## src/rtl/sflash_seq.sv

```systemverilog
module sflash_seq #(
  parameter int CS_LINES = 8,
  parameter logic [15:0] TIME_RST = 16'h0203
) (
  input  logic                clk,
  input  logic                rst_n,
  input  logic [2:0]          reg_addr,
  input  logic [31:0]         reg_wdata,
  input  logic                reg_wr,
  input  logic                reg_rd,
  output logic [31:0]         reg_rdata,
  output logic                sck,
  output logic [CS_LINES-1:0] cs_n,
  output logic                mosi,
  input  logic                miso,
  output logic                wp_n,
  output logic                hold_n
);
  localparam int CSW = $clog2(CS_LINES);
  localparam logic [2:0] RA_CMD = 3'd0, RA_ADR = 3'd1, RA_DAT = 3'd2,
                         RA_STA = 3'd3, RA_TIM = 3'd4, RA_IO = 3'd5;
  localparam logic [2:0] PH_DONE = 3'd4;

  logic [31:0] cmd_q, addr_q, data_q;
  logic [15:0] time_q;
  logic [3:0]  io_q, tcnt, bidx, ph_len;
  logic [2:0]  ph, bitn;
  logic        busy, err, cs_act, sck_q, mosi_q;
  logic [CSW-1:0] cs_sel;
  logic [7:0]  cur_byte;

  wire [3:0] t_per = time_q[3:0], t_rise = time_q[11:8], t_fall = time_q[15:12];
  wire [2:0] c_al = cmd_q[22:20], c_nl = cmd_q[11:9];
  wire [3:0] c_dl = cmd_q[19:16];
  wire       c_dir = cmd_q[8], c_keep = cmd_q[15];
  wire       wr_cmd = reg_wr && reg_addr == RA_CMD;
  wire       bad = busy || reg_wdata[22:20] > 3'd3 || reg_wdata[11:9] > 3'd4;
  wire       start = wr_cmd && !bad;
  wire [4:0] rx_idx = {bidx[1:0], ~bitn};

  function automatic logic [2:0] nph(input logic [2:0] f, input logic [2:0] al,
                                     input logic [3:0] dl, input logic [2:0] nl);
    if (f <= 3'd1 && al != 3'd0) return 3'd1;
    if (f <= 3'd2 && dl != 4'd0) return 3'd2;
    if (f <= 3'd3 && nl != 3'd0) return 3'd3;
    return PH_DONE;
  endfunction

  always_comb begin
    case (ph)
      3'd0:    ph_len = 4'd1;
      3'd1:    ph_len = {1'b0, c_al};
      3'd2:    ph_len = c_dl;
      default: ph_len = {1'b0, c_nl};
    endcase
    case (ph)
      3'd0:    cur_byte = cmd_q[7:0];
      3'd1:    cur_byte = 8'(addr_q >> {c_al - 3'd1 - bidx[2:0], 3'b000});
      3'd3:    cur_byte = c_dir ? 8'(data_q >> {bidx[1:0], 3'b000}) : 8'h00;
      default: cur_byte = 8'h00;
    endcase
  end

  always_ff @(posedge clk or negedge rst_n) begin
    if (!rst_n) begin
      cmd_q <= '0; addr_q <= '0; data_q <= '0; time_q <= TIME_RST; io_q <= '0;
      busy <= 1'b0; err <= 1'b0; cs_act <= 1'b0; cs_sel <= '0; ph <= PH_DONE;
      bidx <= '0; bitn <= '0; tcnt <= '0; sck_q <= 1'b1; mosi_q <= 1'b0;
      reg_rdata <= '0;
    end else begin
      if (reg_rd)
        case (reg_addr)
          RA_CMD:  reg_rdata <= cmd_q;
          RA_ADR:  reg_rdata <= addr_q;
          RA_DAT:  reg_rdata <= data_q;
          RA_STA:  reg_rdata <= {2'b00, err, 6'd0, busy, 22'd0};
          RA_TIM:  reg_rdata <= {16'd0, time_q};
          RA_IO:   reg_rdata <= {28'd0, io_q};
          default: reg_rdata <= '0;
        endcase
      if (reg_wr)
        case (reg_addr)
          RA_CMD: if (bad) err <= 1'b1; else cmd_q <= reg_wdata;
          RA_ADR: if (!busy) addr_q <= reg_wdata;
          RA_DAT: if (!busy) data_q <= reg_wdata;
          RA_STA: if (reg_wdata[29]) err <= 1'b0;
          RA_TIM: time_q <= reg_wdata[15:0];
          RA_IO:  io_q <= reg_wdata[3:0];
          default: ;
        endcase
      if (start) begin
        busy <= 1'b1; tcnt <= '0; bitn <= '0; bidx <= '0; cs_act <= 1'b1;
        if (!cs_act) cs_sel <= reg_wdata[24 +: CSW];
        ph <= cs_act ? nph(3'd1, reg_wdata[22:20], reg_wdata[19:16], reg_wdata[11:9]) : 3'd0;
      end else if (busy) begin
        if (ph == PH_DONE) begin
          busy <= 1'b0;
          if (!c_keep) cs_act <= 1'b0;
        end else begin
          if (tcnt == t_fall) begin
            sck_q <= 1'b0;
            mosi_q <= cur_byte[3'd7 - bitn];
          end
          if (tcnt == t_rise) begin
            sck_q <= 1'b1;
            if (ph == 3'd3 && !c_dir) data_q[rx_idx] <= miso;
          end
          if (tcnt == t_per) begin
            tcnt <= '0;
            if (bitn == 3'd7) begin
              bitn <= '0;
              if (bidx + 4'd1 == ph_len) begin
                bidx <= '0;
                ph <= nph(ph + 3'd1, c_al, c_dl, c_nl);
              end else bidx <= bidx + 4'd1;
            end else bitn <= bitn + 3'd1;
          end else tcnt <= tcnt + 4'd1;
        end
      end
    end
  end

  assign sck    = sck_q;
  assign mosi   = mosi_q;
  assign cs_n   = cs_act ? ~(CS_LINES'(1) << cs_sel) : '1;
  assign wp_n   = io_q[2];
  assign hold_n = io_q[3];

  p_cmd_starts_r2: assert property (@(posedge clk) disable iff (!rst_n)
    start |=> busy);
  p_one_cs_r9: assert property (@(posedge clk) disable iff (!rst_n)
    $onehot0(~cs_n));
  p_release_r9: assert property (@(posedge clk) disable iff (!rst_n)
    $fell(busy) && !c_keep |-> &cs_n);
  p_sck_idle_r8: assert property (@(posedge clk) disable iff (!rst_n)
    &cs_n |-> sck);
  p_mosi_on_fall_r8: assert property (@(posedge clk) disable iff (!rst_n)
    !$stable(mosi) |-> $fell(sck));
  p_overlap_err_r10: assert property (@(posedge clk) disable iff (!rst_n)
    wr_cmd && busy |=> err && busy);
endmodule

```

## config.mk

```make
export PLATFORM = sky130hd
export DESIGN_NAME = sflash_seq
export DESIGN_NICKNAME = d
export VERILOG_FILES = /design/src/rtl/sflash_seq.sv
export SDC_FILE = /design/constraint.sdc
export NUM_CORES = 1
export LEC_CHECK = 0
export BUFFER_PORTS_ARGS = -buffer_cell sky130_fd_sc_hd__buf_4
export CAP_MARGIN = 20
export CORE_MARGIN = 5
export CORE_UTILIZATION = 51
export DETAILED_ROUTE_END_ITERATION = 7
export PLACE_DENSITY = 0.7
export SLEW_MARGIN = 0
export SYNTH_ARGS = -nofsm -noshare
export SYNTH_HDL_FRONTEND = slang
export SYNTH_SLANG_ARGS = --single-unit
```

## constraint.sdc

```tcl
create_clock -name clk -period 4.4 [get_ports clk]
set_clock_uncertainty 0.2 [all_clocks]
set_input_delay 0 -clock clk [delete_from_list [all_inputs] [get_ports clk]]
set_output_delay 0 -clock clk [all_outputs]
set_load 0.02 [all_outputs]
```

==> results.md <==
- RePlAce Congestion: slightly below 1
- Most common cell after layout, fill and taps aside: dfrtp_1
- Grt ovf: 0
- Final Cycle Share: 76.3%
- # fillers: 1,488
- Skew-Pair Late Insertion Delay: about 0.44 ns
- Sequential share of the synthesized area: about 45%
- Number of synthesized flops with an enable pin: 0
- Setup bufs post-CTS: 0
- Maximum VDD drop: 0.340 mV
- Fraction of layout cells with a size suffix above 1: 18.2%
- Worst path max stage delay: 0.87 ns
- Total wire length: 27,500 um
- Post-Synth XOR/XNOR Area: 1.93%
- Max-Cap Viols: 0
- Syn avg cell area: 10.1 sq um
- Hpwl dp: 19,100 um
- CTS Buffer Depth: 2
- Die width: 146 um
- Hold bufs inserted after CTS: slightly below 50
- Setup-failing EPs final: 0
- CP top delay family: adder cells
- Pin count of the biggest net entering global routing: 109
- Critical path data required time: 4.51 ns
- Final Hold Viols: 0
- Layout Utilization: 62.8%
- Adder and majority cell fraction of the synthesized area: 2.74%
- Setup TNS: 0 ns
- Compound-Gate Fraction of Synth Area: 13.9%
- Hold crit path type: in -> reg
- Ys flop type: dfrtp_1
- CP Data Arrival Time: 3.46 ns
- Pins Over Slew Limit: 0
- Fmax achieved: 0.298 GHz
- CTS resizes: 0
- Least-Margin Pin Slew: approximately 0.94 ns
- Gr usage total: 26.4%
- DIE AREA: 21,300 sq um
- Worst setup EP type: flip-flop
- DRT iter0 DRCs: between 700 and 800
- Drt pass-1 iters: 5
- Synthesized instance count: 931
- Flop2flop setup slack: 1.04 ns
- Crit start category: flip-flop
- WL per Instance: about 22 um
- Clk slew on worst S/H paths: 0.07 ns
- Num CTS Buffers: 17
- R2R depth: 7
- Synthesized flop and latch total: 170
- # DRC: 0
- First-pass GRT wire length: 44,100 um
- Outcome: complete, no violations
- Critical setup path kind: reg -> reg
- Crit path to: mosi$_DFFE_PN0P_
- Yosys warnings: 0
- Worst reg2reg endpoint: mosi$_DFFE_PN0P_
- Reg2reg start: bidx[1]$_DFFE_PN0P_
- Die height: approximately 150 um
- Mapped Nets: 991
- Netlist cell types: 71
- CTS tree: done
- Worst Setup SP: bidx[1]$_DFFE_PN0P_
- Synthesized cell area: roughly 9400 sq um
- Vias: 7,805
- Post-DR vias/cell: 6.12
- DRT antenna net count: 0
- Critical path, cell by cell: inv_1, fa_1, mux4_2, a2111oi_0, a21oi_1, a32oi_1, o41ai_1
- P&R area growth vs syn: 20.5%
- Leak: 5.16 nW
- Root Driver: clkbuf_16
- Buffers and inverters on the worst path: 1
- Row cnt: 49
- Min Tclk post-route: about 3.4 ns
- Vias in the first global route: 7,590
- Hold Startpoint: reg_addr[0]
- H-tree depth: 4
- PD cells: approximately 570 nW/um^2
- I/O Pins: between 80 and 90
- CP Max Fanout: 12
- RSZ-0062 raised after global routing: false
- Largest family of logic cells by synthesized area: multiplexers
- Initial antenna violation count: 0
- Starting Density: 52.1%
- Core ar.: between 15,000 and 20,000 sq um
- Post-synthesis mux area share: 18.2%
- CTS sink count: 170
- Multi-input gate area: around 4700 sq um
- Antenna diodes: 0
- Simple-gate area share of the yosys netlist: 13.4%
- Asr flop ratio synth: 100%
- Storage cell area: 4260 sq um
- Crit-path slowest cell: fa_1
- Most frequent cells in the layout: dfrtp_1, nand2_1, buf_4
- Slew HR: a little over a third
- Critical path depth in cells: 7
- Final net count: 1,094
- Port bufs: 83
stage by stage:
step	area, sq um	setup WS (ns)	hold slack (ns)	std cells	power [mW]
detailed placement	10200	1.11	0.0137	1191	4.91
floorplan	9420	0.805	-0.496	931	4.15
CTS	11300	1.06	0.0140	1272	6.50
finish	11400	1.04	0.0128	1276	6.53
global route	11400	0.743	0.0403	1276	6.90
global placement	10200	1.16	0.0183	1191	4.84
synth_stat cells, types with 18 or more instances:
cell	n	share of area, %
dfrtp_1	165	44
nand2_1	130	5.2
mux2i_1	70	7.4
a21oi_1	66	3.5
nor2_1	65	2.6
inv_1	43	1.7
clkbuf_1	42	1.7
o22ai_1	32	2.1
mux2_1	31	3.7
mux2_2	27	3.2
ha_1	19	2.5
a31o_1	18	1.7
worst min path at each step:
stage | end | depth (start not counted) | slack, ns
global route | err$_DFFE_PN0P_ | 3 | 0.04
floorplan | addr_q[0]$_DFFE_PN0P_ | 0 | -0.50
CTS | err$_DFFE_PN0P_ | 4 | 0.01
finish | err$_DFFE_PN0P_ | 4 | 0.01
detailed placement | reg_rdata[31]$_DFFE_PN0P_ | 1 | 0.01
global placement | reg_rdata[31]$_DFFE_PN0P_ | 1 | 0.02
tightest hold or removal path, stage by stage:
cell     delay (ns)
buf_4          0.24
nor2_1         0.15
a21oi_1        0.06
o21ai_0        0.14
kinds of logic (layout without fill, tap and decap cells):
logic type | Yosys count | count (layout)
simple gates | 274 | 274
fa+ha+maj | 20 | 20
compound gates | 196 | 196
mux | 145 | 145
xor+xnor | 19 | 19
buf+inv | 107 | 223
flops | 170 | 170
sequential cells by signal (all words and copies together), names as in the netlist:
signal	flops
busy	1
ph	3
bidx	4
io_q	4
reg_rdata	32
err	1
data_q	32
time_q	16
cs_sel	3
cs_act	1
sck	1
cmd_q	32
mosi	1
tcnt	4
addr_q	32
bitn	3
report_power, final:
part | internal [mW] | switching (mW) | leakage, nW
clock network | 0.883 | 0.681 | 0.295
logic | 1.15 | 1.18 | 2.77
registers | 2.05 | 0.588 | 2.10
cell type report:
class | instances | share of cell area, %
Sequential cell | 170 | 37.5
Timing Repair Buffer | 148 | 11.4
Clock buffer | 19 | 3.99
Inverter | 43 | 1.42
Clock inverter | 13 | 1.37
Tap cell | 229 | 2.52
Multi-Input combinational cell | 654 | 41.8
metal layers:
metal | routed length, um | track usage (%) | vias up
li1 | - | - | 3517
met1 | 11700 | 37.3 | 3881
met2 | 13000 | 41.2 | 350
met3 | 2020 | 5.45 | 57
met4 | 713 | 8.26 | 0
met5 | 0 | 0 | -
Power figures use the tool's default switching activity.
